--- config.mk ---
export PLATFORM = sky130hd
export DESIGN_NAME = pll_div_bank
export DESIGN_NICKNAME = d
export VERILOG_FILES = /design/src/rtl/pll_div_pkg.sv /design/src/rtl/div_slot.sv /design/src/rtl/lock_seq.sv /design/src/rtl/pll_div_bank.sv
export SDC_FILE = /design/constraint.sdc
export NUM_CORES = 1
export LEC_CHECK = 0
export ABC_AREA = 1
export BUFFER_PORTS_ARGS = -buffer_cell sky130_fd_sc_hd__buf_4
export CORE_MARGIN = 10
export CORE_UTILIZATION = 40
export CTS_CLUSTER_DIAMETER = 40
export CTS_CLUSTER_SIZE = 12
export DETAILED_ROUTE_END_ITERATION = 8
export GPL_ROUTABILITY_DRIVEN = 1
export GPL_TIMING_DRIVEN = 0
export PLACE_DENSITY_LB_ADDON = 0.15
export SYNTH_ARGS = -nofsm -noshare
export SYNTH_HDL_FRONTEND = slang
export SYNTH_SLANG_ARGS = --single-unit
--- constraint.sdc ---
create_clock -name clk -period 1.6 [get_ports clk]
set_input_delay 0.32 -clock clk [delete_from_list [all_inputs] [get_ports clk]]
set_output_delay 0.32 -clock clk [all_outputs]
set_load 0.02 [all_outputs]
--- src/rtl/pll_div_pkg.sv ---
package pll_div_pkg;

    localparam int BUS_W   = 32;
    localparam int CNT_FW  = 6;
    localparam int RATIO_W = CNT_FW + 1;
    localparam int NUM_DIV = 3;
    localparam int KEEP_W  = 3 + 2 * CNT_FW;

    typedef struct packed {
        logic              hold;
        logic              bypass;
        logic              odd_edge;
        logic [CNT_FW-1:0] high;
        logic [CNT_FW-1:0] low;
    } div_word_t;

    localparam div_word_t DIV_RESET = '{hold: 1'b0, bypass: 1'b1, odd_edge: 1'b0,
                                        high: '0, low: '0};

    function automatic logic [RATIO_W-1:0] div_ratio(input div_word_t w);
        if (w.bypass)
            return RATIO_W'(1);
        return RATIO_W'(w.high) + RATIO_W'(w.low);
    endfunction

    function automatic logic div_bad(input div_word_t w);
        return !w.bypass && (w.high == '0) && (w.low == '0);
    endfunction

endpackage

--- src/rtl/div_slot.sv ---
module div_slot
    import pll_div_pkg::*;
(
    input  logic      clk,
    input  logic      rst,
    input  logic      ld,
    input  div_word_t wword,
    input  logic      commit,
    output div_word_t staged,
    output div_word_t active
);

    div_word_t shadow_q;
    div_word_t active_q;

    assign staged = ld ? wword : shadow_q;
    assign active = active_q;

    always_ff @(posedge clk) begin
        if (rst) begin
            shadow_q <= DIV_RESET;
            active_q <= DIV_RESET;
        end else begin
            shadow_q <= staged;
            if (commit)
                active_q <= staged;
        end
    end

    // the active word moves only on a commit edge
    p_active_hold_r4: assert property (@(posedge clk) disable iff (rst)
        !commit |=> $stable(active));

    // a commit edge leaves the active copy equal to the shadow copy
    p_commit_match_r5: assert property (@(posedge clk) disable iff (rst)
        commit |=> (active_q == shadow_q));

endmodule

--- src/rtl/lock_seq.sv ---
module lock_seq #(
    parameter int LOCK_CYCLES = 16
) (
    input  logic clk,
    input  logic rst,
    input  logic commit,
    input  logic cfg_bad,
    output logic lock,
    output logic err
);

    localparam int CNT_W = (LOCK_CYCLES > 1) ? $clog2(LOCK_CYCLES) : 1;

    logic [CNT_W-1:0] cnt;

    always_ff @(posedge clk) begin
        if (rst) begin
            lock <= 1'b1;
            err  <= 1'b0;
            cnt  <= '0;
        end else if (commit) begin
            lock <= 1'b0;
            err  <= cfg_bad;
            cnt  <= CNT_W'(LOCK_CYCLES - 1);
        end else if (!lock) begin
            if (cnt == '0)
                lock <= 1'b1;
            else
                cnt <= cnt - 1'b1;
        end
    end

    p_lock_drop_r8: assert property (@(posedge clk) disable iff (rst)
        commit |=> !lock);

    p_lock_keep_r8: assert property (@(posedge clk) disable iff (rst)
        (!commit && lock) |=> lock);

    p_err_only_commit_r9: assert property (@(posedge clk) disable iff (rst)
        !commit |=> $stable(err));

    p_err_follows_cfg_r9: assert property (@(posedge clk) disable iff (rst)
        commit |=> (err == $past(cfg_bad)));

endmodule

--- src/rtl/pll_div_bank.sv ---
module pll_div_bank
    import pll_div_pkg::*;
#(
    parameter int LOCK_CYCLES = 16,
    parameter int ADDR_W      = 4
) (
    input  logic               clk,
    input  logic               rst,
    input  logic               div_wr,
    input  logic [ADDR_W-1:0]  div_addr,
    input  logic [BUS_W-1:0]   div_wdata,
    output logic [BUS_W-1:0]   div_rdata,
    output logic [BUS_W-1:0]   stat_rdata,
    output logic [RATIO_W-1:0] ratio_in,
    output logic [RATIO_W-1:0] ratio_fb,
    output logic [RATIO_W-1:0] ratio_out
);

    localparam int IDX_W = ADDR_W - 2;

    logic [IDX_W-1:0] word_idx;
    logic             hit;
    logic             commit;
    logic             cfg_bad;
    logic             lock;
    logic             err;
    div_word_t        wword;
    div_word_t        staged [NUM_DIV];
    div_word_t        active [NUM_DIV];
    logic [NUM_DIV-1:0] bad_vec;
    logic             unused_bits;

    assign word_idx    = div_addr[ADDR_W-1:2];
    assign hit         = word_idx < IDX_W'(NUM_DIV);
    assign wword       = div_word_t'(div_wdata[KEEP_W-1:0]);
    assign commit      = div_wr && hit && !wword.hold;
    assign unused_bits = ^{div_wdata[BUS_W-1:KEEP_W], div_addr[1:0]};

    generate
        for (genvar g = 0; g < NUM_DIV; g++) begin : g_slot
            div_slot u_slot (
                .clk    (clk),
                .rst    (rst),
                .ld     (div_wr && hit && (word_idx == IDX_W'(g))),
                .wword  (wword),
                .commit (commit),
                .staged (staged[g]),
                .active (active[g])
            );
            assign bad_vec[g] = div_bad(staged[g]);
        end
    endgenerate

    assign cfg_bad = |bad_vec;

    lock_seq #(.LOCK_CYCLES(LOCK_CYCLES)) u_lock (
        .clk     (clk),
        .rst     (rst),
        .commit  (commit),
        .cfg_bad (cfg_bad),
        .lock    (lock),
        .err     (err)
    );

    always_comb begin
        div_rdata = '0;
        for (int i = 0; i < NUM_DIV; i++)
            if (word_idx == IDX_W'(i))
                div_rdata = {{(BUS_W-KEEP_W){1'b0}}, active[i]};
    end

    assign stat_rdata = {{(BUS_W-2){1'b0}}, err, lock};
    assign ratio_in   = div_ratio(active[0]);
    assign ratio_fb   = div_ratio(active[1]);
    assign ratio_out  = div_ratio(active[2]);

    // a write outside the three words leaves every ratio untouched
    p_bad_addr_ignored_r2: assert property (@(posedge clk) disable iff (rst)
        (div_wr && !hit) |=> ($stable(ratio_in) && $stable(ratio_fb) && $stable(ratio_out)));

    // ratio is never zero while its word is bypassed
    p_bypass_nonzero_r6: assert property (@(posedge clk) disable iff (rst)
        active[1].bypass |-> (ratio_fb != '0));

endmodule

==> impl_metrics.py, run 1 <==
metrics = {
    "clocking": {
        "cts_sinks": 96,
        "cts_tree": "done",
        "cts-root-buf": "clkbuf_16",
        "worst_skew_pair.late_latency_ns": 0.35,
        "cts_made_buffers": 9,
        "cts_buffer_depth": 2,
        "htreeDepth": 3,
        "cts.reportedPaths.clkPinSlew_ns": 0.07,
    },
    "timing": {
        "relSlewSlack_pct": 62.3,
        "fmax_mhz": 459,
        "fin_skew_ns": 0.00818,
        "min_period_ns": 2.18,
        "setup_viol": 19,
        "fin_crit_sh_pct": 136,
        "hold_viol": 0,
        "worst_slack_ns": -0.578,
        "rsz0062_at_grt": "yes",
        "tightest_slew_ns": 0.566,
        "drv_slew": 0,
    },
    "global_route": {
        "grt_pass1_wl_um": 25600,
        "grt_overflow": 0,
        "grtUsageMet2_pct": 27.3,
        "top_usage_layer": "met2",
        "grt_usage_pct": 17.8,
        "antenna_found_initial": 0,
        "grt_pass1_vias": 4839,
        "met3_usage_pct": 5.19,
        "grt_max_degree": 15,
        "use_met1_pct": 23.3,
    },
    "setup_path": {
        "worst-setup-path-type": "reg -> out",
        "worstSetupStartpoint": "g_slot[1].u_slot.active[0]",
        "cp.required_ns": 1.28,
        "r2r_slack_ns": 0.24,
        "worstSetupStartpointType": "flop",
        "r2r_end": "u_lock.cnt[0]",
        "worst-path-max-fanout": 3,
        "worstReg2RegStart": "u_lock.cnt[0]",
        "crit_arrival_ns": 1.86,
        "end_kind": "output pin",
        "crit_path_end": "ratio_fb[6]",
        "reg2regPathDepth": 7,
    },
    "placement": {
        "gp_congestion": 0.887,
        "port_buffers": 54,
        "place_ws_ns": -0.326,
        "place_inst": 1012,
        "hpwl_um": 12900,
    },
    "detailed_routing": {
        "avgRoutedWirePerCell_um": 15.8,
        "initialDrtViolationCount": 362,
        "detail-route-antenna-nets": 0,
        "vias": 5175,
        "wirelength_um": 16700,
        "via_per_inst": 4.90,
        "dr.pass1.iters": 5,
        "drc": 0,
    },
    "synth": {
        "syn_avg_cell_area_um2": 7.11,
        "synth.distinct_cells": 33,
        "syn-instance-count": 740,
        "synth_warnings": 0,
        "ys_seq_elements": 96,
        "netlist_area_um2": 5260,
        "seq_area_frac_synth_pct": 36.5,
    },
    "floorplanning": {
        "die_h_um": 135,
        "core_um2": 12800,
        "start_util_pct": 41.2,
        "chipWidth_um": 135,
        "rows": 41,
        "fp.dieArea_um2": 18100,
        "num_io_pins": 124,
    },
    "layout": {
        "syn_to_final_growth_pct": 36.0,
        "nets": 941,
        "drive_gt1_share_pct": 30.3,
        "stdcell_count": 1056,
        "mostFrequentLayoutCells": "139 x nand2_1, 110 x buf_4, 98 x inv_1",
        "final_common_cell": "nand2_1",
        "antenna_cells": 0,
    },
    "worst_hold_path": {
        "holdCritPathClass": "in -> reg",
        "min_from": "div_wdata[14]",
    },
    "pwr": {
        "power.share.clock_pct": 36.6,
        "pwr-share-comb_pct": 21.3,
        "p_switching_uw": 1800,
        "p_seq_share_pct": 42.1,
        "switching_share_pct": 29.0,
        "p_int_uw": 4400,
        "power_leakage_uw": 0.00351,
        "p_per_area_nw_per_um2": 866,
        "irDropWorstVdd_mv": 0.435,
    },
    "run": {
        "max_cap_viol_count": 0,
    },
    "outcome": {
        "violations": "negative setup slack",
        "status": "finished, violations left",
    },
}
-- power groups by stage --
stage / combinational (uW) / sequential, uW / clock (uW)
floorplan: 826 / 2640 / 0
global placement: 1120 / 2660 / 0
detailed placement: 1140 / 2660 / 0
CTS: 1240 / 2610 / 2290
global route: 1440 / 2620 / 2380
finish: 1320 / 2610 / 2270
-- sequential cells by signal, indices dropped and copies added (netlist names) --
name / cells
g_slot.u_slot.active: 45
g_slot.u_slot.shadow_q: 45
u_lock.cnt: 4
u_lock.err: 1
u_lock.lock: 1
-- per-stage QoR --
step           hold slack [ns]  util [%]  total power, uW  cell area [um^2]  setup TNS [ns]
6_report                 0.266      56.0             6190              7150           -7.89
4_1_cts                  0.267      54.3             6130              6940           -7.73
3_5_place_dp             0.458      48.9             3800              6250          -10.68
5_1_grt                  0.280      56.0             6440              7150           -9.36
3_3_place_gp             0.435      48.9             3780              6250           -9.29
2_1_floorplan            0.424         -             3460              5630          -0.611
-- critical path, cell delays in order, from the launching register on --
cell	delay, ns
dfxtp_2	0.35
ha_4	0.14
inv_2	0.03
fa_2	0.34
nor2_2	0.11
a211oi_2	0.06
nor2_1	0.13
o21ai_1	0.08
a21oi_2	0.14
buf_6	0.13
-- synthesized netlist by cell type --
cell type	count	area (um^2)
ha_1	19	238
nor2_1	64	240
nand2_1	148	556
nand3b_1	2	15.0
o31ai_1	1	7.51
nand3_1	25	125
o21ai_1	5	25.0
o21ai_0	50	250
dfxtp_1	96	1920
a211oi_1	3	22.5
inv_1	103	387
o211ai_1	22	165
inv_2	5	18.8
buf_4	50	375
nand3_4	2	35.0
clkbuf_1	14	52.6
nand4_1	13	81.3
nor2_2	1	6.26
a31oi_1	1	6.26
xor2_1	6	52.6
fa_1	3	60.1
buf_2	10	50.1
buf_6	5	56.3
or2_2	3	18.8
o221ai_1	7	61.3
nor3_1	1	5.00
a21oi_1	66	330
buf_1	4	15.0
nand2_2	4	25.0
nor2_4	2	22.5
o21ai_2	2	17.5
o21a_1	2	15.0
conb_1	1	3.75
-- layout make-up --
cell class | instances | area (um^2)
plain buffers | 81 | 589
repair buffers | 85 | 748
clock inverters | 4 | 70.1
multi-input cells | 499 | 2920
fillers | 1214 | 5620
flip-flops and latches | 96 | 1970
inverters | 108 | 410
clock buffers | 11 | 233
well taps | 172 | 215
-- how the worst min path moves through the flow --
stage                                                to  slack [ns]  cells past startpoint
after floorplan           g_slot[2].u_slot.shadow_q[13]        0.42                      2
after detailed placement   g_slot[2].u_slot.shadow_q[4]        0.46                      2
after global placement    g_slot[2].u_slot.shadow_q[13]        0.44                      2
after global routing      g_slot[2].u_slot.shadow_q[14]        0.28                      3
final                     g_slot[1].u_slot.shadow_q[14]        0.27                      3
after CTS                 g_slot[2].u_slot.shadow_q[14]        0.27                      3
-- timing repair --
| action | in CTS | in global routing |
|---|---|---|
| hold buffers | 0 | 0 |
| setup buffers | 20 | 10 |
| pin swaps | 35 | 19 |
| resized for setup | 61 | 42 |
| cloned | 1 | 1 |
| setup endpoints to repair | 36 | 41 |
-- kinds of logic (layout without fill, tap and decap cells) --
kind of cell	count (synthesis)	in the layout	share of synthesized area, %
adder cells (fa/ha/maj)	22	22	5.66
buffers and inverters	191	289	18.1
other	1	47	0.0713
XOR/XNOR	6	6	0.999
AO/OA/AOI/OAI	159	159	17.1
AND/OR/NAND/NOR	265	265	21.5
flip-flops	96	96	36.5
-- metal layers --
| layer | share of wire (%) | vias up |
|---|---|---|
| li1 | - | 2582 |
| met1 | 45 | 2353 |
| met2 | 45 | 211 |
| met3 | 9.0 | 29 |
| met4 | 1.9 | 0 |
| met5 | 0 | - |
(Power assumes the default switching activity.)
==> inputs of run 2 (changes only) <==
- clock period: 1.6 -> 2 ns (I/O delays scaled with it)
==> impl_metrics.py, run 2 (same netlist as run 1, synthesis figures left out) <==
metrics = {
    "outcome": {
        "status": "finished, violations left",
        "violations": "negative setup slack",
    },
    "clocking": {
        "cts_buffer_depth": 2,
        "htreeDepth": 3,
        "cts.reportedPaths.clkPinSlew_ns": 0.06,
        "cts_sinks": 96,
        "cts_tree": "done",
        "cts_made_buffers": 9,
        "worst_skew_pair.late_latency_ns": 0.36,
        "ctsHoldBuffers": 0,
        "cts-root-buf": "clkbuf_16",
    },
    "global_route": {
        "grt_max_degree": 20,
        "grt_usage_pct": 17.6,
        "grt_pass1_vias": 4699,
        "antenna_found_initial": 0,
        "grt_overflow": 0,
        "grt_pass1_wl_um": 25000,
    },
    "floorplanning": {
        "fp.dieArea_um2": 18100,
        "chipWidth_um": 135,
        "die_h_um": 135,
        "rows": 41,
        "start_util_pct": 41.2,
        "core_um2": 12800,
        "num_io_pins": 124,
    },
    "run": {
        "max_cap_viol_count": 0,
    },
    "placement": {
        "hpwl_um": 12700,
        "gp_congestion": 0.897,
        "place_ws_ns": -0.288,
        "port_buffers": 54,
    },
    "pwr": {
        "irDropWorstVdd_mv": 0.411,
        "p_per_area_nw_per_um2": 706,
        "power_leakage_uw": 0.00338,
    },
    "layout": {
        "mostFrequentLayoutCells": "144 x nand2_1, 115 x buf_4, 99 x inv_1",
        "antenna_cells": 0,
        "nets": 930,
        "fillers": 1292,
        "syn_to_final_growth_pct": 28.8,
        "final_common_cell": "nand2_1",
        "drive_gt1_share_pct": 26.4,
    },
    "timing": {
        "rsz0062_at_grt": "yes",
        "tightest_slew_ns": 0.586,
        "fin_crit_sh_pct": 115,
        "whs_ns": 0.344,
        "fin_skew_ns": 0.00554,
        "min_period_ns": 2.30,
        "relSlewSlack_pct": 60.6,
        "worst_slack_ns": -0.302,
        "setup_viol": 15,
        "drv_slew": 0,
        "fmax_mhz": 434,
        "hold_viol": 0,
    },
    "setup_path": {
        "cp.required_ns": 1.60,
        "end_kind": "output pin",
        "worst-path-max-fanout": 3,
        "worstSetupStartpointType": "flop",
        "crit_arrival_ns": 1.90,
        "worst-setup-path-type": "reg -> out",
    },
    "detailed_routing": {
        "via_per_inst": 4.79,
        "avgRoutedWirePerCell_um": 15.5,
        "detail-route-antenna-nets": 0,
        "dr.pass1.iters": 5,
        "initialDrtViolationCount": 407,
        "wirelength_um": 16200,
        "vias": 4996,
        "drc": 0,
    },
    "worst_hold_path": {
        "holdCritPathClass": "in -> reg",
    },
}
==> run 2: cell types whose count changed in the layout (fill, tap and decap cells not counted), moves of 4 or more <==
cell,delta
buf_4,+5
dfxtp_4,-4
buf_6,-13
a21oi_2,-4
a21oi_1,+5
dfxtp_1,+5
nand2_1,+5
==> run 2: cell type report <==
type / instances / area, um^2 / area share (%)
clock inverter: 3 / 43.8 / 0.646
multi-input combinational: 499 / 2790 / 41.2
tap: 172 / 215 / 3.18
clock buffer: 11 / 243 / 3.58
timing repair buffer: 73 / 578 / 8.53
sequential: 96 / 1950 / 28.8
inverter: 108 / 405 / 5.98
buffer: 82 / 549 / 8.10
==> run 2: repair_timing <==
action                                  4_1_cts  5_1_grt
setup buffers                                13        6
resized for setup                            53       35
endpoints found under the setup margin       29       28
pin swaps                                    25       24
==> run 2: path summary, 6_finish.rpt <==
| check | start | endpoint | slack (ns) | cells past startpoint |
|---|---|---|---|---|
| worst max-delay path | g_slot[0].u_slot.active[6] | ratio_in[6] | -0.30 | 9 |
| worst min register to register | g_slot[1].u_slot.shadow_q[7] | g_slot[1].u_slot.shadow_q[7] | 0.47 | 2 |
| worst max register to register | u_lock.cnt[0] | u_lock.cnt[0] | 0.37 | 7 |
| worst min-delay path | div_wdata[14] | g_slot[2].u_slot.shadow_q[14] | 0.34 | 3 |
==> run 2: critical path, stage by stage, from the launching register on <==
cell and delay (ns):
dfxtp_4 0.36, ha_4 0.13, inv_2 0.03, fa_2 0.35
nor2_2 0.13, a211oi_2 0.05, nor2_1 0.12, o21ai_1 0.06
a21oi_1 0.15, buf_4 0.16
==> run 2: metrics by stage <==
stage / instances / cell area [um^2] / TNS [ns] / utilization [%] / total power, uW
final: 1044 / 6780 / -2.58 / 53.1 / 4780
after global routing: 1044 / 6780 / -4.15 / 53.1 / 5000
after CTS: 1038 / 6620 / -2.20 / 51.8 / 4750
after detailed placement: 1012 / 6050 / -2.35 / 47.4 / 2990
after global placement: 1012 / 6050 / -2.27 / 47.4 / 2980
after floorplan: 786 / 5430 / 0 / - / 2730
==> run 2: metal layers <==
layer	part of all wire, %	wire (um)	GRT usage, %
met5	0	0	0
met4	1.7	279	5.93
met3	9.2	1490	5.19
met2	45	7240	27.3
met1	44	7200	22.7
==> run 2: power by group <==
part           switching (uW)  internal (uW)  total [uW]  leakage [uW]
registers                66.4           2010        2080      0.000792
clock network             737            990        1730      0.000141
logic                     606            371         977       0.00244
total                    1410           3380        4780       0.00338
